===== src/rtl/wdt_pkg.sv =====
package wdt_pkg;
  localparam logic [31:0] KEY_REFRESH_A = 32'h0000_A602;
  localparam logic [31:0] KEY_REFRESH_B = 32'h0000_B480;
  localparam logic [31:0] KEY_UNLOCK_A  = 32'h0000_C520;
  localparam logic [31:0] KEY_UNLOCK_B  = 32'h0000_D928;

  // control/status bit positions
  localparam int B_UPD  = 5;
  localparam int B_EN   = 7;
  localparam int B_SEL  = 8;
  localparam int B_RCS  = 10;
  localparam int B_ULK  = 11;
  localparam int B_FLAG = 14;

  // word index of each register (byte address bits [3:2])
  typedef enum logic [1:0] {
    REG_CTRL = 2'd0,
    REG_CNT  = 2'd1,
    REG_TOV  = 2'd2,
    REG_WIN  = 2'd3
  } reg_idx_t;

  typedef enum logic [1:0] {
    SQ_IDLE  = 2'd0,
    SQ_REF_A = 2'd1,
    SQ_UNL_A = 2'd2
  } seq_state_t;
endpackage


===== src/rtl/wdt_seq.sv =====
// Detects ordered magic-word pairs written to the counter register.
module wdt_seq
  import wdt_pkg::*;
(
  input  logic        clk,
  input  logic        rst,
  input  logic        wr_cnt,
  input  logic [31:0] wdata,
  output logic        refresh_p,
  output logic        unlock_p,
  output logic        fault_p
);
  seq_state_t st_q;

  // second word decides the outcome
  assign refresh_p = wr_cnt && (st_q == SQ_REF_A) && (wdata == KEY_REFRESH_B);
  assign fault_p   = wr_cnt && (st_q == SQ_REF_A) && (wdata != KEY_REFRESH_B);
  assign unlock_p  = wr_cnt && (st_q == SQ_UNL_A) && (wdata == KEY_UNLOCK_B);

  always_ff @(posedge clk) begin
    if (rst) begin
      st_q <= SQ_IDLE;
    end else if (wr_cnt) begin
      if (st_q == SQ_IDLE) begin
        if (wdata == KEY_REFRESH_A)     st_q <= SQ_REF_A;
        else if (wdata == KEY_UNLOCK_A) st_q <= SQ_UNL_A;
      end else begin
        st_q <= SQ_IDLE;
      end
    end
  end
endmodule


===== src/rtl/wdt_cfg.sv =====
// Configuration registers, lock window and commit status.
module wdt_cfg
  import wdt_pkg::*;
#(
  parameter int          TO_W          = 16,
  parameter int          UNLOCK_CYCLES = 128,
  parameter logic [15:0] TOVAL_RST     = 16'h1500
) (
  input  logic            clk,
  input  logic            rst,
  input  logic            wr_ctrl,
  input  logic            wr_tov,
  input  logic            wr_win,
  input  logic [31:0]     wdata,
  input  logic            unlock_p,
  input  logic            timeout_hit,
  output logic            ulk,
  output logic            rcs,
  output logic            en,
  output logic            upd,
  output logic [1:0]      sel,
  output logic            flag,
  output logic [TO_W-1:0] toval,
  output logic [TO_W-1:0] win
);
  localparam int TMR_W = $clog2(UNLOCK_CYCLES + 1);
  localparam logic [TMR_W-1:0] TMR_LAST = TMR_W'(UNLOCK_CYCLES - 1);

  logic [TMR_W-1:0] tmr_q;
  logic             configured_q;
  logic             accept;
  logic             unused_wdata;

  assign unused_wdata = ^wdata;
  // write gate
  assign accept = ulk && (!configured_q || upd);

  always_ff @(posedge clk) begin
    if (rst) begin
      ulk          <= 1'b0;
      tmr_q        <= '0;
      rcs          <= 1'b0;
      configured_q <= 1'b0;
      en           <= 1'b0;
      upd          <= 1'b1;
      sel          <= 2'd0;
    end else if (unlock_p) begin
      ulk   <= 1'b1;
      tmr_q <= '0;
      rcs   <= 1'b0;
    end else if (wr_ctrl && accept) begin
      ulk          <= 1'b0;
      rcs          <= 1'b1;
      configured_q <= 1'b1;
      en           <= wdata[B_EN];
      upd          <= wdata[B_UPD];
      sel          <= wdata[B_SEL +: 2];
    end else if (ulk) begin
      if (tmr_q == TMR_LAST) ulk   <= 1'b0;
      else                   tmr_q <= tmr_q + 1'b1;
    end
  end

  always_ff @(posedge clk) begin
    if (rst) begin
      toval <= TO_W'(TOVAL_RST);
      win   <= '0;
      flag  <= 1'b0;
    end else begin
      if (wr_tov && accept) toval <= wdata[TO_W-1:0];
      if (wr_win && accept) win   <= wdata[TO_W-1:0];
      if (timeout_hit)                              flag <= 1'b1;
      else if (wr_ctrl && accept && wdata[B_FLAG]) flag <= 1'b0;
    end
  end
endmodule


===== src/rtl/wdt_core.sv =====
// Tick counter, timeout compare, window check and sticky reset request.
module wdt_core #(
  parameter int TO_W = 16
) (
  input  logic            clk,
  input  logic            rst,
  input  logic            en,
  input  logic            tick,
  input  logic [TO_W-1:0] toval,
  input  logic [TO_W-1:0] win,
  input  logic            refresh_p,
  input  logic            fault_p,
  output logic [TO_W-1:0] cnt,
  output logic            hit,
  output logic            rst_req
);
  logic [TO_W:0] cnt_inc;
  logic          win_fault;

  assign cnt_inc   = {1'b0, cnt} + 1'b1;
  // tick that reaches the limit
  assign hit       = en && tick && !refresh_p && (cnt_inc >= {1'b0, toval});
  // early refresh inside a non-zero window
  assign win_fault = refresh_p && (win != '0) && (cnt < win);

  always_ff @(posedge clk) begin
    if (rst) begin
      cnt     <= '0;
      rst_req <= 1'b0;
    end else begin
      if (refresh_p)                       cnt <= '0;
      else if (en && tick && cnt < toval) cnt <= cnt_inc[TO_W-1:0];
      if (hit || fault_p || win_fault)     rst_req <= 1'b1;
    end
  end
endmodule


===== src/rtl/wdt_keyed.sv =====
module wdt_keyed
  import wdt_pkg::*;
#(
  parameter int          AW            = 4,
  parameter int          TO_W          = 16,
  parameter int          UNLOCK_CYCLES = 128,
  parameter logic [15:0] TOVAL_RST     = 16'h1500
) (
  input  logic          clk,
  input  logic          rst,
  input  logic          bus_wr,
  input  logic          bus_rd,
  input  logic [AW-1:0] bus_addr,
  input  logic [31:0]   bus_wdata,
  output logic [31:0]   bus_rdata,
  input  logic          tick_lpo,
  input  logic          tick_32k,
  input  logic          tick_ext,
  output logic          wdog_rst_req
);
  reg_idx_t        idx;
  logic            wr_ctrl, wr_cnt, wr_tov, wr_win;
  logic            refresh_p, unlock_p, fault_p;
  logic            ulk, rcs, en, upd, flag, hit, tick;
  logic [1:0]      sel;
  logic [3:0]      tick_vec;
  logic [TO_W-1:0] toval, win, cnt_q;
  logic [31:0]     ctrl_rd, rd_mux;
  logic            unused_addr;

  assign unused_addr = ^bus_addr;
  assign idx     = reg_idx_t'(bus_addr[3:2]);
  assign wr_ctrl = bus_wr && (idx == REG_CTRL);
  assign wr_cnt  = bus_wr && (idx == REG_CNT);
  assign wr_tov  = bus_wr && (idx == REG_TOV);
  assign wr_win  = bus_wr && (idx == REG_WIN);

  wdt_seq u_seq (
    .clk(clk), .rst(rst), .wr_cnt(wr_cnt), .wdata(bus_wdata),
    .refresh_p(refresh_p), .unlock_p(unlock_p), .fault_p(fault_p)
  );

  wdt_cfg #(.TO_W(TO_W), .UNLOCK_CYCLES(UNLOCK_CYCLES), .TOVAL_RST(TOVAL_RST)) u_cfg (
    .clk(clk), .rst(rst), .wr_ctrl(wr_ctrl), .wr_tov(wr_tov), .wr_win(wr_win),
    .wdata(bus_wdata), .unlock_p(unlock_p), .timeout_hit(hit),
    .ulk(ulk), .rcs(rcs), .en(en), .upd(upd), .sel(sel), .flag(flag),
    .toval(toval), .win(win)
  );

  // tick source select, index 0 = every cycle
  assign tick_vec = {tick_ext, tick_32k, tick_lpo, 1'b1};
  assign tick     = tick_vec[sel];

  wdt_core #(.TO_W(TO_W)) u_core (
    .clk(clk), .rst(rst), .en(en), .tick(tick), .toval(toval), .win(win),
    .refresh_p(refresh_p), .fault_p(fault_p), .cnt(cnt_q), .hit(hit),
    .rst_req(wdog_rst_req)
  );

  always_comb begin
    ctrl_rd             = '0;
    ctrl_rd[B_FLAG]     = flag;
    ctrl_rd[B_ULK]      = ulk;
    ctrl_rd[B_RCS]      = rcs;
    ctrl_rd[B_SEL +: 2] = sel;
    ctrl_rd[B_EN]       = en;
    ctrl_rd[B_UPD]      = upd;
    case (idx)
      REG_CTRL: rd_mux = ctrl_rd;
      REG_CNT:  rd_mux = 32'(cnt_q);
      REG_TOV:  rd_mux = 32'(toval);
      default:  rd_mux = 32'(win);
    endcase
  end

  always_ff @(posedge clk) begin
    if (rst)         bus_rdata <= '0;
    else if (bus_rd) bus_rdata <= rd_mux;
  end
endmodule


===== config.mk =====
export PLATFORM = sky130hd
export DESIGN_NAME = wdt_keyed
export DESIGN_NICKNAME = d
export VERILOG_FILES = /design/src/rtl/wdt_pkg.sv /design/src/rtl/wdt_seq.sv /design/src/rtl/wdt_cfg.sv /design/src/rtl/wdt_core.sv /design/src/rtl/wdt_keyed.sv
export SDC_FILE = /design/constraint.sdc
export NUM_CORES = 1
export LEC_CHECK = 0
export BUFFER_PORTS_ARGS = -buffer_cell sky130_fd_sc_hd__buf_4
export CORE_ASPECT_RATIO = 2
export CORE_MARGIN = 2
export CORE_UTILIZATION = 60
export DETAILED_ROUTE_END_ITERATION = 7
export PLACE_DENSITY = 0.92
export SETUP_SLACK_MARGIN = 0.1
export SKIP_CTS_REPAIR_TIMING = 1
export SYNTH_ARGS = -nofsm -noshare
export SYNTH_HDL_FRONTEND = slang
export SYNTH_SLANG_ARGS = --single-unit

===== constraint.sdc =====
create_clock -name clk -period 7.7 [get_ports clk]
set_input_delay 0.77 -clock clk [delete_from_list [all_inputs] [get_ports clk]]
set_output_delay 0.77 -clock clk [all_outputs]
set_load 0.05 [all_outputs]

==> flow_summary.ini <==
[sta]
setup_tns_ns = 0
clock.fmax_mhz = 331
setup_viol_count_final = 0
final_hold_viol_count = 0
clock_skew_ns = 0.00534
worstMarginPinSlew_ns = 1.06
rsz0062_at_grt = no
hold_slack_ns = 0.482
drv_slew = 0
finalCriticalPeriod_ns = 3.03
slew-limit-headroom_pct = 29.1
period_share_pct = 39.3

[global_route]
grt_max_degree = 58
grt_pass1_vias = 4807
gr-usage-all-layers_pct = 31.2
overflow = 0
antenna_found_initial = 0
grt_first_pass_wirelength_um = 23200

[cells_and_area]
area_growth_pct = 11.3
final_cells = 768
nNetsFinal = 755
nFillCells = 638
diodes = 0
drive_above_1_share_pct = 13.9

[placement]
dp_cells = 752
place.gp.congestion = 0.947
io_buffer_count = 57
dpl.hpwl_um = 11100

[floorplanning]
num_io_pins = 76
die_w_um = 70.6
fp.dieArea_mm2 = 0.00968
core_area_mm2 = 0.00865
start_util_pct = 61.5
rows = 48
fp.dieH_um = 137

[synth]
syn_area_mm2 = 0.00532
yosys.area.top_type = dfxtp_1
ys_seq_area_share_pct = 31.2
ys_ff_latch = 83
yosys_warnings = 0
synth-main-ff-cell = dfxtp_1
synth_cell_types = 61
synth.top_cell.area_share_pct = 31.2
synth_common_cells = dfxtp_1, nand2_1, nor2_1
synthCells = 626
synth_edf_count = 0
yosysMostFrequentCell = dfxtp_1
synthTopCellsByArea = dfxtp_1, ha_1, mux2i_1
synthArstFlopShare_pct = 0
syn_area_per_cell_um2 = 8.50

[clock_network]
cts.htree.levels = 3
root_buffer = clkbuf_16
insertion_delay_ns = 0.34
cts_tree = built
clockBufferDepth = 2
numCtsBuffers = 9
cts_num_sinks = 83
path_clk_slew_ns = 0.06

[run_status]
status = finished, final reports clean

[drt]
wl_met2_um = 7720
ant_nets = 0
wl_met1_um = 4920
routedWlPerCell_um = 19.4
drc_errors = 0
drt-pass1-iter-count = 6
route.met3.wl_um = 946
highest_layer = met4
via_count = 4907
wirelength_um = 14900
viasPerCell = 6.39
drt_iter0_drc = 477

[worst_setup_path]
cp.required_ns = 7.96
crit_slowest_cell = dfxtp_1
end_kind = flip-flop
path_buf_inv = 0
critical_path_arrival_ns = 3.28
worst-r2r-setup-slack_ns = 4.67
timing.rr.end = u_cfg.flag$_SDFFE_PP0P_
max_stage_delay_ns = 0.53
worstReg2RegStart = u_core.cnt[2]$_SDFFE_PP0P_
worstPathMaxFanout = 10
crit_path_start = u_core.cnt[2]$_SDFFE_PP0P_
r2r_cells = 12
cp_cell_sequence = nand4_1, or3_1, nor2_2, and3_1, xnor2_1, ha_1, nand3_1, nor3_1, nand3_1, nand4_1, nor2_1, o31ai_1
path_delay_family = simple AND/OR/NAND/NOR gates
cp-start-kind = flip-flop
critPathKind = reg -> reg

[min_path]
holdPathStages = 2
min-delay-start = u_cfg.toval[2]$_SDFFE_PP0P_
hold-path-endpoint = u_cfg.toval[2]$_SDFFE_PP0P_
hp-class = reg -> reg

[run]
cap_viol_max_count = 0

[power]
vdd_drop_max_v = 0.000124
finalPower_uw = 925
power_density_mw_per_mm2 = 156
leakagePower_nw = 2.37
kinds of logic (layout without fill, tap and decap cells):
| group | Yosys count | after routing | share of synthesized area [%] |
|---|---|---|---|
| AO/OA/AOI/OAI | 109 | 109 | 13.2 |
| XOR/XNOR | 21 | 21 | 3.46 |
| adder cells (fa/ha/maj) | 49 | 49 | 11.5 |
| buffers and inverters | 91 | 118 | 8.54 |
| flip-flops | 83 | 83 | 31.2 |
| multiplexers | 44 | 44 | 10.0 |
| other | 1 | 16 | 0.0705 |
| AND/OR/NAND/NOR | 228 | 228 | 21.9 |
worst register-to-register path, stage by stage (launching register included):
cell	delay, ns
dfxtp_1	0.53
nand4_1	0.19
or3_1	0.49
nor2_2	0.25
and3_1	0.22
xnor2_1	0.08
ha_1	0.27
nand3_1	0.11
nor3_1	0.31
nand3_1	0.13
nand4_1	0.14
nor2_1	0.05
o31ai_1	0.18
metal layers:
layer	vias up	GRT usage, %
met5	-	0
met3	96	5.89
li1	2273	-
met1	2281	29.7
met2	257	55.6
met4	0	27.6
per-stage QoR:
step / util, % / instance area [um2] / worst slack, ns
2_1_floorplan: - / 5380 / 5.18
3_3_place_gp: 65.2 / 5640 / 4.79
3_5_place_dp: 65.2 / 5640 / 4.68
4_1_cts: 68.5 / 5920 / 4.67
5_1_grt: 68.5 / 5920 / 4.43
6_report: 68.5 / 5920 / 4.67
registers in the layout, summed over array words and instances, names as in the netlist:
name,count
bus_rdata,16
u_cfg.toval,16
u_cfg.win,16
u_core.cnt,16
u_cfg.tmr_q,8
u_cfg.sel,2
u_seq.st_q,2
u_cfg.configured_q,1
u_cfg.en,1
u_cfg.flag,1
u_cfg.rcs,1
u_cfg.ulk,1
u_cfg.upd,1
u_core.rst_req,1
cell type report:
class                   count  area, um2  area share, %
flip-flops and latches     83       1660           28.1
inverters                  45        169           2.85
repair buffers             57        428           7.23
clock buffers              10        229           3.87
multi-input cells         467       3260           55.1
well taps                 100        125           2.11
clock inverters             6       48.8          0.824
how the worst max path moves through the flow:
stage / endpoint / depth (start not counted) / slack [ns]
2_1_floorplan: u_cfg.flag$_SDFFE_PP0P_ / 13 / 5.18
3_3_place_gp: u_cfg.flag$_SDFFE_PP0P_ / 12 / 4.79
6_report: u_cfg.flag$_SDFFE_PP0P_ / 12 / 4.67
3_5_place_dp: u_cfg.flag$_SDFFE_PP0P_ / 12 / 4.68
5_1_grt: u_cfg.flag$_SDFFE_PP0P_ / 12 / 4.43
4_1_cts: u_cfg.flag$_SDFFE_PP0P_ / 12 / 4.67
cell usage in the layout (no fill, tap or decap), drive strengths merged, types with 5 or more instances in the layout:
cell type | synthesis | layout
dfxtp | 83 | 83
mux2i | 35 | 35
buf | 28 | 57
inv | 45 | 48
and3 | 5 | 5
nand4 | 16 | 16
conb | 1 | 16
nand2 | 64 | 64
or4 | 8 | 8
xnor2 | 17 | 17
a21o | 6 | 6
nand3 | 20 | 20
ha | 49 | 49
o31ai | 11 | 11
a22oi | 9 | 9
mux4 | 7 | 7
o21ai | 16 | 16
nor3 | 12 | 12
a211oi | 12 | 12
a21oi | 40 | 40
or2 | 5 | 5
clkbuf | 18 | 10
nor4 | 11 | 11
o211ai | 6 | 6
nor2 | 62 | 62
power breakdown:
group          switching, mW  total (mW)  internal [mW]
logic                 0.0588      0.0844         0.0255
registers            0.00165       0.434          0.432
clock network          0.185       0.406          0.222
Power figures use the tool's default switching activity.
